[config.mk]
export PLATFORM = sky130hd
export DESIGN_NAME = can_accept_filter
export DESIGN_NICKNAME = d
export VERILOG_FILES = /design/src/rtl/caf_pkg.sv /design/src/rtl/caf_regs.sv /design/src/rtl/caf_match.sv /design/src/rtl/caf_tag_fifo.sv /design/src/rtl/can_accept_filter.sv
export SDC_FILE = /design/constraint.sdc
export NUM_CORES = 1
export LEC_CHECK = 0
export BUFFER_PORTS_ARGS = -buffer_cell sky130_fd_sc_hd__buf_2
export CORE_ASPECT_RATIO = 0.9
export CORE_MARGIN = 8
export CORE_UTILIZATION = 40
export CTS_CLUSTER_DIAMETER = 200
export DETAILED_ROUTE_END_ITERATION = 10
export GPL_TIMING_DRIVEN = 0
export MAX_ROUTING_LAYER = met4
export SYNTH_ARGS = -nofsm -noshare
export SYNTH_HDL_FRONTEND = slang
export SYNTH_SLANG_ARGS = --single-unit
[constraint.sdc]
create_clock -name clk -period 2.6 [get_ports clk]
set_input_delay 0.26 -clock clk [delete_from_list [all_inputs] [get_ports clk]]
set_output_delay 0.26 -clock clk [all_outputs]
set_load 0.01 [all_outputs]
[src/rtl/caf_pkg.sv]
package caf_pkg;
  localparam int ID_W   = 29;
  localparam int KEY_W  = 32;
  localparam int NBYTES = 8;
  localparam int TAG_W  = $clog2(NBYTES);

  typedef enum logic [1:0] {
    FM_WIDE = 2'b00,
    FM_HALF = 2'b01,
    FM_BYTE = 2'b10,
    FM_SHUT = 2'b11
  } fmode_e;
endpackage

[src/rtl/caf_regs.sv]
module caf_regs
  import caf_pkg::*;
#(
  parameter int ADDR_W = 5
) (
  input  logic                          clk,
  input  logic                          rst_n,
  input  logic                          cfg_open,
  input  logic                          wr_en,
  input  logic [ADDR_W-1:0]             addr,
  input  logic [7:0]                    wr_data,
  input  logic [TAG_W-1:0]              head_tag,
  output fmode_e                        mode,
  output logic [NBYTES-1:0][7:0]        code,
  output logic [NBYTES-1:0][7:0]        mask,
  output logic [7:0]                    rd_data
);
  localparam int SEL_W = $clog2(NBYTES);
  localparam logic [ADDR_W-SEL_W-1:0] GRP_CTRL = 0;
  localparam logic [ADDR_W-SEL_W-1:0] GRP_CODE = 1;
  localparam logic [ADDR_W-SEL_W-1:0] GRP_MASK = 2;

  logic [ADDR_W-SEL_W-1:0] grp;
  logic [SEL_W-1:0]        sel;
  assign grp = addr[ADDR_W-1:SEL_W];
  assign sel = addr[SEL_W-1:0];

  always_ff @(posedge clk or negedge rst_n) begin
    if (!rst_n) begin
      mode <= FM_WIDE;
      code <= '0;
      mask <= '0;
    end else if (wr_en && cfg_open) begin
      if (grp == GRP_CTRL && sel == '0)
        mode <= fmode_e'(wr_data[5:4]);
      else if (grp == GRP_CODE)
        code[sel] <= wr_data;
      else if (grp == GRP_MASK)
        mask[sel] <= wr_data;
    end
  end

  always_comb begin
    rd_data = '0;
    if (grp == GRP_CTRL && sel == '0)
      rd_data = {2'b00, mode, 1'b0, head_tag};
    else if (grp == GRP_CODE)
      rd_data = code[sel];
    else if (grp == GRP_MASK)
      rd_data = mask[sel];
  end
endmodule

[src/rtl/caf_match.sv]
module caf_match
  import caf_pkg::*;
(
  input  fmode_e                   mode,
  input  logic [NBYTES-1:0][7:0]   code,
  input  logic [NBYTES-1:0][7:0]   mask,
  input  logic [ID_W-1:0]          id,
  input  logic                     ide,
  input  logic                     rtr,
  output logic                     hit_any,
  output logic [TAG_W-1:0]         hit_idx
);
  localparam int N16 = NBYTES / 2;
  localparam int N32 = NBYTES / 4;

  logic [KEY_W-1:0]  key;
  logic [NBYTES-1:0] m8;
  logic [N16-1:0]    m16;
  logic [N32-1:0]    m32;
  logic [NBYTES-1:0] hits;

  assign key = {id, ide, rtr, 1'b0};

  for (genvar f = 0; f < NBYTES; f++) begin : g_b8
    assign m8[f] = ((key[KEY_W-1 -: 8] ^ code[f]) & ~mask[f]) == '0;
  end

  for (genvar f = 0; f < N16; f++) begin : g_b16
    logic [15:0] c16, k16;
    assign c16 = {code[2*f], code[2*f+1]};
    assign k16 = {mask[2*f], mask[2*f+1]};
    assign m16[f] = ((key[KEY_W-1 -: 16] ^ c16) & ~k16) == '0;
  end

  for (genvar f = 0; f < N32; f++) begin : g_b32
    logic [31:0] c32, k32;
    assign c32 = {code[4*f], code[4*f+1], code[4*f+2], code[4*f+3]};
    assign k32 = {mask[4*f], mask[4*f+1], mask[4*f+2], mask[4*f+3]} | 32'd1;
    assign m32[f] = ((key ^ c32) & ~k32) == '0;
  end

  always_comb begin
    case (mode)
      FM_WIDE: hits = NBYTES'(m32);
      FM_HALF: hits = NBYTES'(m16);
      FM_BYTE: hits = m8;
      default: hits = '0;
    endcase
  end

  always_comb begin
    hit_idx = '0;
    for (int i = NBYTES - 1; i >= 0; i--)
      if (hits[i]) hit_idx = i[TAG_W-1:0];
  end

  assign hit_any = |hits;
endmodule

[src/rtl/caf_tag_fifo.sv]
module caf_tag_fifo #(
  parameter int DEPTH = 4,
  parameter int W     = 3
) (
  input  logic         clk,
  input  logic         rst_n,
  input  logic         push,
  input  logic         pop,
  input  logic [W-1:0] din,
  output logic [W-1:0] dout,
  output logic         full,
  output logic         empty
);
  localparam int PW = (DEPTH > 1) ? $clog2(DEPTH) : 1;
  localparam int CW = $clog2(DEPTH + 1);

  logic [W-1:0]  mem [DEPTH];
  logic [PW-1:0] rp, wp;
  logic [CW-1:0] cnt;
  logic          do_push, do_pop;

  function automatic logic [PW-1:0] nxt(input logic [PW-1:0] p);
    return (p == PW'(DEPTH - 1)) ? '0 : p + 1'b1;
  endfunction

  assign full    = (cnt == CW'(DEPTH));
  assign empty   = (cnt == '0);
  assign do_push = push && !full;
  assign do_pop  = pop && !empty;
  assign dout    = mem[rp];

  always_ff @(posedge clk) begin
    if (do_push) mem[wp] <= din;
  end

  always_ff @(posedge clk or negedge rst_n) begin
    if (!rst_n) begin
      rp  <= '0;
      wp  <= '0;
      cnt <= '0;
    end else begin
      if (do_push) wp <= nxt(wp);
      if (do_pop)  rp <= nxt(rp);
      case ({do_push, do_pop})
        2'b10:   cnt <= cnt + 1'b1;
        2'b01:   cnt <= cnt - 1'b1;
        default: cnt <= cnt;
      endcase
    end
  end
endmodule

[src/rtl/can_accept_filter.sv]
module can_accept_filter
  import caf_pkg::*;
#(
  parameter int DEPTH  = 4,
  parameter int ADDR_W = 5
) (
  input  logic              clk,
  input  logic              rst_n,
  input  logic              init_req,
  input  logic              init_ack,
  input  logic              reg_we,
  input  logic [ADDR_W-1:0] reg_addr,
  input  logic [7:0]        reg_wdata,
  output logic [7:0]        reg_rdata,
  input  logic              id_valid,
  output logic              id_ready,
  input  logic [ID_W-1:0]   id_ext,
  input  logic              id_ide,
  input  logic              id_rtr,
  input  logic              queue_adv,
  output logic              frame_valid,
  output logic              frame_accept,
  output logic [TAG_W-1:0]  frame_hit,
  output logic [TAG_W-1:0]  head_hit
);
  fmode_e                 mode_q;
  logic [NBYTES-1:0][7:0] code_q, mask_q;
  logic                   m_any;
  logic [TAG_W-1:0]       m_idx, q_head;
  logic                   q_full, q_empty, take, pop_ok;

  assign take     = id_valid && id_ready;
  assign id_ready = !q_full;
  assign pop_ok   = queue_adv && !q_empty;

  caf_regs #(.ADDR_W(ADDR_W)) u_regs (
    .clk(clk), .rst_n(rst_n), .cfg_open(init_req && init_ack),
    .wr_en(reg_we), .addr(reg_addr), .wr_data(reg_wdata),
    .head_tag(head_hit), .mode(mode_q), .code(code_q), .mask(mask_q),
    .rd_data(reg_rdata)
  );

  caf_match u_match (
    .mode(mode_q), .code(code_q), .mask(mask_q),
    .id(id_ext), .ide(id_ide), .rtr(id_rtr),
    .hit_any(m_any), .hit_idx(m_idx)
  );

  caf_tag_fifo #(.DEPTH(DEPTH), .W(TAG_W)) u_tags (
    .clk(clk), .rst_n(rst_n), .push(take && m_any), .pop(pop_ok),
    .din(m_idx), .dout(q_head), .full(q_full), .empty(q_empty)
  );

  always_ff @(posedge clk or negedge rst_n) begin
    if (!rst_n) begin
      frame_valid  <= 1'b0;
      frame_accept <= 1'b0;
      frame_hit    <= '0;
      head_hit     <= '0;
    end else begin
      frame_valid  <= take;
      frame_accept <= take && m_any;
      frame_hit    <= (take && m_any) ? m_idx : '0;
      if (pop_ok) head_hit <= q_head;
    end
  end
endmodule

==> results of run 1 <==
[sequential cells by signal, indices dropped and copies added, names as in the netlist, 3 cells and up]
name         cells
u_regs.mask     64
u_tags.cnt       3
u_regs.code     64
head_hit         3
u_tags.mem      12
frame_hit        3
[cells by family (layout without fill, tap and decap cells)]
logic type,after synthesis,after routing,synth area share
AO/OA/AOI/OAI,171,171,0.131
flip-flops,157,157,0.439
multiplexers,137,137,0.173
AND/OR/NAND/NOR,132,132,0.0836
XOR/XNOR,129,129,0.128
buffers and inverters,59,180,0.0340
adder cells (fa/ha/maj),7,7,0.0105
other,0,1,0
[critical path: cells and delay by family, from the launching register on]
kind	cells	cell delay, ns
xor+xnor	3	0.45
flops	1	0.45
compound gates	2	0.55
buf+inv	1	0.04
simple gates	5	0.72
fa+ha+maj	2	0.51
[cell usage after synthesis, types with 4 or more instances]
cell type  count
and4_1         5
mux2_2       132
o211ai_1       4
o21ai_0       15
nor3_1        10
inv_1         12
nor2_2         8
buf_6          8
and3_1         8
a22oi_1       45
xnor2_2        4
xor2_1         6
a221oi_1       4
o22ai_1       65
dfrtp_1      145
nand2_1       31
buf_2         15
edfxtp_1      12
nor2_1        22
a21oi_1        7
nor4_1         6
ha_1           6
nand3_1        6
xnor2_1      119
a22o_1         5
clkbuf_1      20
nand4_1        8
[metrics by stage]
step	hold WS, ns	TNS [ns]	setup slack, ns
2_1_floorplan	-0.0356	0	0.00407
3_5_place_dp	0.416	-7.17	-0.729
4_1_cts	0.197	-1.53	-0.211
6_report	0.215	-0.326	-0.193
5_1_grt	0.214	-0.682	-0.315
3_3_place_gp	0.484	-138.43	-0.905
[routing by layer]
metal / global-route usage / up-vias
met5: - / -
met4: 0.0913 / 0
met3: 0.0588 / 76
met2: 0.341 / 377
met1: 0.338 / 3722
li1: - / 3165
[repair_timing]
action / CTS / global route
setup endpoints to repair: 32 / 29
gates resized for setup: 57 / 53
setup buffers: 17 / 25
hold buffers: 1 / 0
hold endpoints to repair: 89 / 0
pin swaps: 17 / 35
[area by class of cell]
class / instances / share of cell area
multi-input cells: 576 / 0.471
repair buffers: 90 / 0.0519
clock buffers: 18 / 0.0406
inverters: 13 / 0.00439
plain buffers: 45 / 0.0237
clock inverters: 14 / 0.0118
well taps: 297 / 0.0335
flip-flops and latches: 157 / 0.362
diodes: 1 / 0.000225
[power by group]
part	internal (W)	switching [W]	leakage (nW)
Clock	0.00139	0.00113	0.283
Sequential	0.00271	0.000399	2.03
Combinational	0.000724	0.000741	2.40
[worst paths after layout]
path	startpoint	end	slack [ns]	depth (start not counted)
min in group asynchronous	rst_n	u_regs.code[55]$_DFFE_PN0P_	0.48	2
setup reg to reg	u_regs.code[47]$_DFFE_PN0P_	u_tags.cnt[2]$_DFFE_PN0P_	-0.19	13
hold reg to reg	u_tags.cnt[0]$_DFFE_PN0P_	u_tags.cnt[0]$_DFFE_PN0P_	0.50	1
setup / recovery	u_regs.code[47]$_DFFE_PN0P_	u_tags.cnt[2]$_DFFE_PN0P_	-0.19	13
hold / removal	reg_wdata[7]	u_regs.mask[31]$_DFFE_PN0P_	0.21	2
max in group asynchronous	rst_n	u_regs.mode[0]$_DFFE_PN0P_	1.30	3
==> results.md, run 1 <==
* Worst-Margin Slew at between 0.8 and 0.9 ns
* Final setup vio count at 2
* Clk buf depth at 2
* FP Rows at 52
* Synth cell types at 71
* H-tree level count at 4
* Detailed Route Iter0 Violations at 797
* Period utilization at 1.07
* Post-Syn Area at a little over 9000 um2
* Final worst setup slack at -0.193 ns
* Layout cells sized above 1 at 0.441
* First-pass GRT wire length at just under 50000 um
* Syn avg cell area at 11.5 um2
* DRC viols at 0
* Critical path type: register to register
* Number of synthesized flops with an enable pin at 12
* Largest net degree at the start of global routing at 91
* Worst EP arrival at 3.16 ns
* DR top layer: met4
* Final Hold Viols at 0
* Setup Skew at 0.0112 ns
* Synthesized net count at 850
* Drt first pass iters at 5
* Synth Warn # at 0
* Flops & latches, synth at between 150 and 200
* Total Routing Usage GR at 0.245
* Crit-path cells: xnor2_2, o22ai_2, nor4_4, a32oi_2, and2_4, nand4_1, nand2_2, ha_4, inv_2, fa_2, xor2_1, nor2_1, xor2_1
* Commonest non-fill, non-tap cell in the layout: mux2_2
* Number of nets in the finished design at 958
* Outcome: finished, violations left
* Layout area overhead at 22.3%
* Via count at 7340
* Critical path endpoint category: register
* Final std cells w/o fill at 1211
* Pwr Total at 0.00710 W
* Wirelength per Cell at 27.4 um
* Met2 wire len at ~14000 um
* Initial antenna violation count at 0
* Number of global-route vias before repair at 7296
* CTS root buffer: clkbuf_16
* CTS buffer count at 17
* Clock-pin slew on the worst setup and hold paths at 0.07 ns
* IO Port Bufs at 51
* Routed length on met1 at 15100 um
* Worst Path Required at 2.96 ns
* Routed Antenna Nets at 0
* Die area at approximately 28000 um2
* Final Util at 0.496
* Core footprint at 22400 um2
* Slew Viols, Final at 0
* Height of the die at 159 um
* VDD IR max at 0.396 mV
* Fin area at 11100 um2
* Leakage Power at roughly 4.7 nW
* Remaining Overflow, GRT at 0
* Gpl congestion at 0.992
* Asr flop ratio synth at 0.924
* Multi-input gate area at 5240 um2
* Max-cap violations at 0
* Io pins at between 60 and 70
* Synth area leaders: dfrtp_1 (40%), mux2_2 (16%), xnor2_1 (11%)
* Rel. slew slack at 0.402
* Placed Area at 9750 um2
* Unrepaired setup endpoints after global routing: true
* Cell Count Post-Placement at 1141
* Main synth FF type: dfrtp_1
* Worst-skew pair later-pin latency at 0.44 ns
* Met3 wire len at 2740 um
* Most frequent cells in the layout: mux2_2 (132), dfrtp_1 (117), xnor2_1 (98)
* Final WL at 33200 um
* Sequential element share of the synthesized area at 0.439
* Post-synthesis instance total at 792
* Vias per cell at 6.06
* Max Clk Rate at ~360 MHz
* CP most frequent cell: xor2_1
* Sink Count at 157
* Failing checks: negative setup slack
* Largest area contributor in the netlist: dfrtp_1
* Worst-path fanout max at 7
* PD cells at 639 nW/um2
* Minimum clock period at 2.79 ns
* Startpoint Class: register
* Hold Path Class: input pin to register
* Crit path max-delay cell type: dfrtp_2
* DIE WIDTH at 175 um
* CTS tree: done
* Post-DP HPWL at ~25000 um
* Synth top area share at 0.400
* Worst path max stage delay at 0.45 ns
* Initial Util at 0.406
* FILL cells at 2058
* Reg area at around 4000 um2
(Power assumes the default switching activity.)
==> run 2: changes to the inputs <==
- SETUP_SLACK_MARGIN: unset -> 0.1
==> results.md, run 2 (synthesized netlist as in run 1, its figures left out) <==
* DRC viols at 0 (unchanged)
* Largest net degree at the start of global routing at 83 (was 91)
* Unrepaired setup endpoints after global routing: true (unchanged)
* Final setup vio count at 2 (unchanged)
* Die area at 27800 um2 (unchanged)
* Critical path type: register to register (unchanged)
* VDD IR max at 0.431 mV (was 0.396 mV)
* Layout area overhead at 21.9% (was 22.3%)
* Remaining Overflow, GRT at 0 (unchanged)
* Final WL at 33100 um (was 33200 um)
* Placed Area at 9760 um2 (was 9750 um2)
* Number of nets in the finished design at 961 (was 958)
* Worst Path Required at 2.96 ns (about the same)
* Worst-skew pair later-pin latency at 0.44 ns (about the same)
* Startpoint Class: register (unchanged)
* Initial antenna violation count at 1 (was 0)
* CTS root buffer: clkbuf_16 (unchanged)
* Max Clk Rate at 359 MHz (was 358 MHz)
* Rel. slew slack at 0.389 (was 0.402)
* FP Rows at 52 (unchanged)
* Io pins at 68 (unchanged)
* Gpl congestion at 1.02 (was 0.992)
* Drt first pass iters at 6 (was 5)
* # diodes at 0 (was 1)
* Wirelength per Cell at 27.3 um (was 27.4 um)
* Final Hold Viols at 0 (unchanged)
* Worst-path fanout max at 5 (was 7)
* Number of global-route vias before repair at 7296 (unchanged)
* IO Port Bufs at 51 (unchanged)
* Final Util at 0.494 (was 0.496)
* Initial Util at 0.406 (unchanged)
* Max-cap violations at 0 (unchanged)
* Final worst setup slack at -0.189 ns (was -0.193 ns)
* Worst-Margin Slew at 0.909 ns (was 0.897 ns)
* Failing checks: negative setup slack (unchanged)
* Slew Viols, Final at 0 (unchanged)
* Most frequent cells in the layout: mux2_2 (132), dfrtp_1 (124), xnor2_1 (107) (was mux2_2 (132), dfrtp_1 (117), xnor2_1 (98))
* H-tree level count at 4 (unchanged)
* Worst hold margin at 0.222 ns (was 0.215 ns)
* Period utilization at 1.07 (about the same)
* Clock-pin slew on the worst setup and hold paths at 0.07 ns (about the same)
* Core footprint at 22400 um2 (unchanged)
* Hold Path Class: input pin to register (unchanged)
* Outcome: finished, violations left (unchanged)
* Detailed Route Iter0 Violations at 861 (was 797)
* Setup Skew at 0.0148 ns (was 0.0112 ns)
* Layout cells sized above 1 at 0.429 (was 0.441)
* Fin area at 11100 um2 (about the same)
* Clk buf depth at 2 (unchanged)
* Biggest regs: u_regs.code x64, u_regs.mask x64, u_tags.mem x12 (unchanged)
* Post-DP HPWL at 24600 um (about the same)
* Sink Count at 157 (unchanged)
* Vias per cell at 6.14 (was 6.06)
* Via count at 7442 (was 7340)
* CTS tree: done (unchanged)
* Leakage Power at 4.65 nW (was 4.71 nW)
* CTS buffer count at 17 (unchanged)
* Commonest non-fill, non-tap cell in the layout: mux2_2 (unchanged)
* Worst EP arrival at 3.15 ns (was 3.16 ns)
* Total Routing Usage GR at 0.243 (was 0.245)
* PD cells at 629 nW/um2 (was 639 nW/um2)
* Routed Antenna Nets at 0 (unchanged)
* DIE WIDTH at 175 um (unchanged)
* Height of the die at 159 um (unchanged)
* Critical path endpoint category: register (unchanged)
* First-pass GRT wire length at 48800 um (was 49000 um)
* Minimum clock period at 2.79 ns (about the same)
-- run 2: worst paths after layout --
check	slack, ns	cells after the start	startpoint	to
min in group asynchronous	0.39	2	rst_n	u_regs.code[31]$_DFFE_PN0P_
min	0.22	2	reg_wdata[7]	u_regs.mask[23]$_DFFE_PN0P_
max	-0.19	14	u_regs.code[39]$_DFFE_PN0P_	u_tags.cnt[2]$_DFFE_PN0P_
min reg2reg	0.51	1	u_tags.cnt[2]$_DFFE_PN0P_	u_tags.cnt[2]$_DFFE_PN0P_
max reg2reg	-0.19	14	u_regs.code[39]$_DFFE_PN0P_	u_tags.cnt[2]$_DFFE_PN0P_
max in group asynchronous	1.34	3	rst_n	u_regs.mode[0]$_DFFE_PN0P_
-- run 2: repair_timing --
action                     in CTS  in global routing
setup buffers                  21                 20
pin swaps                      21                 24
setup endpoints to repair      38                 29
hold endpoints to repair       63                  0
resized for setup              53                 47
hold buffers                    1                  0
-- run 2: power by group --
group	total, W	internal [W]	leakage [nW]	switching, W
clock network	0.00242	0.00128	0.274	0.00113
registers	0.00310	0.00271	2.04	0.000391
logic	0.00144	0.000697	2.34	0.000747
-- run 2: area by class of cell --
type / count / area, um2
fill: 2097 / 11300
multi-input combinational: 576 / 5190
sequential: 157 / 4020
timing repair buffer: 93 / 599
clock buffer: 18 / 439
tap: 297 / 372
buffer: 45 / 272
clock inverter: 14 / 125
inverter: 13 / 48.8
-- run 2: layer usage --
metal | part of all wire | track usage | routed length, um | vias up
li1 | - | - | - | 3174
met1 | 0.44 | 0.346 | 14700 | 3770
met2 | 0.43 | 0.336 | 14100 | 435
met3 | 0.10 | 0.0533 | 3300 | 63
met4 | 0.031 | 0.0839 | 1030 | 0
met5 | 0 | - | 0 | -
-- run 2: critical path, stage by stage, from the launching register on --
cell	delay [ns]
dfrtp_1	0.41
xnor2_2	0.16
o22ai_2	0.28
nor4_4	0.08
buf_4	0.16
a32oi_4	0.19
and2_4	0.21
nand4_1	0.15
nand2_2	0.12
ha_4	0.14
inv_2	0.03
fa_2	0.32
xor2_1	0.14
nor2_1	0.13
xor2_1	0.16
-- run 2: metrics by stage --
stage | cells | setup slack, ns | total power [W] | TNS [ns]
final | 1213 | -0.189 | 0.00696 | -0.319
after floorplan | 792 | 0.0604 | 0.00385 | 0
after global placement | 1140 | -0.927 | 0.00436 | -137.52
after CTS | 1194 | -0.189 | 0.00692 | -0.329
after global routing | 1213 | -0.335 | 0.00723 | -0.595
after detailed placement | 1141 | -0.770 | 0.00439 | -7.69
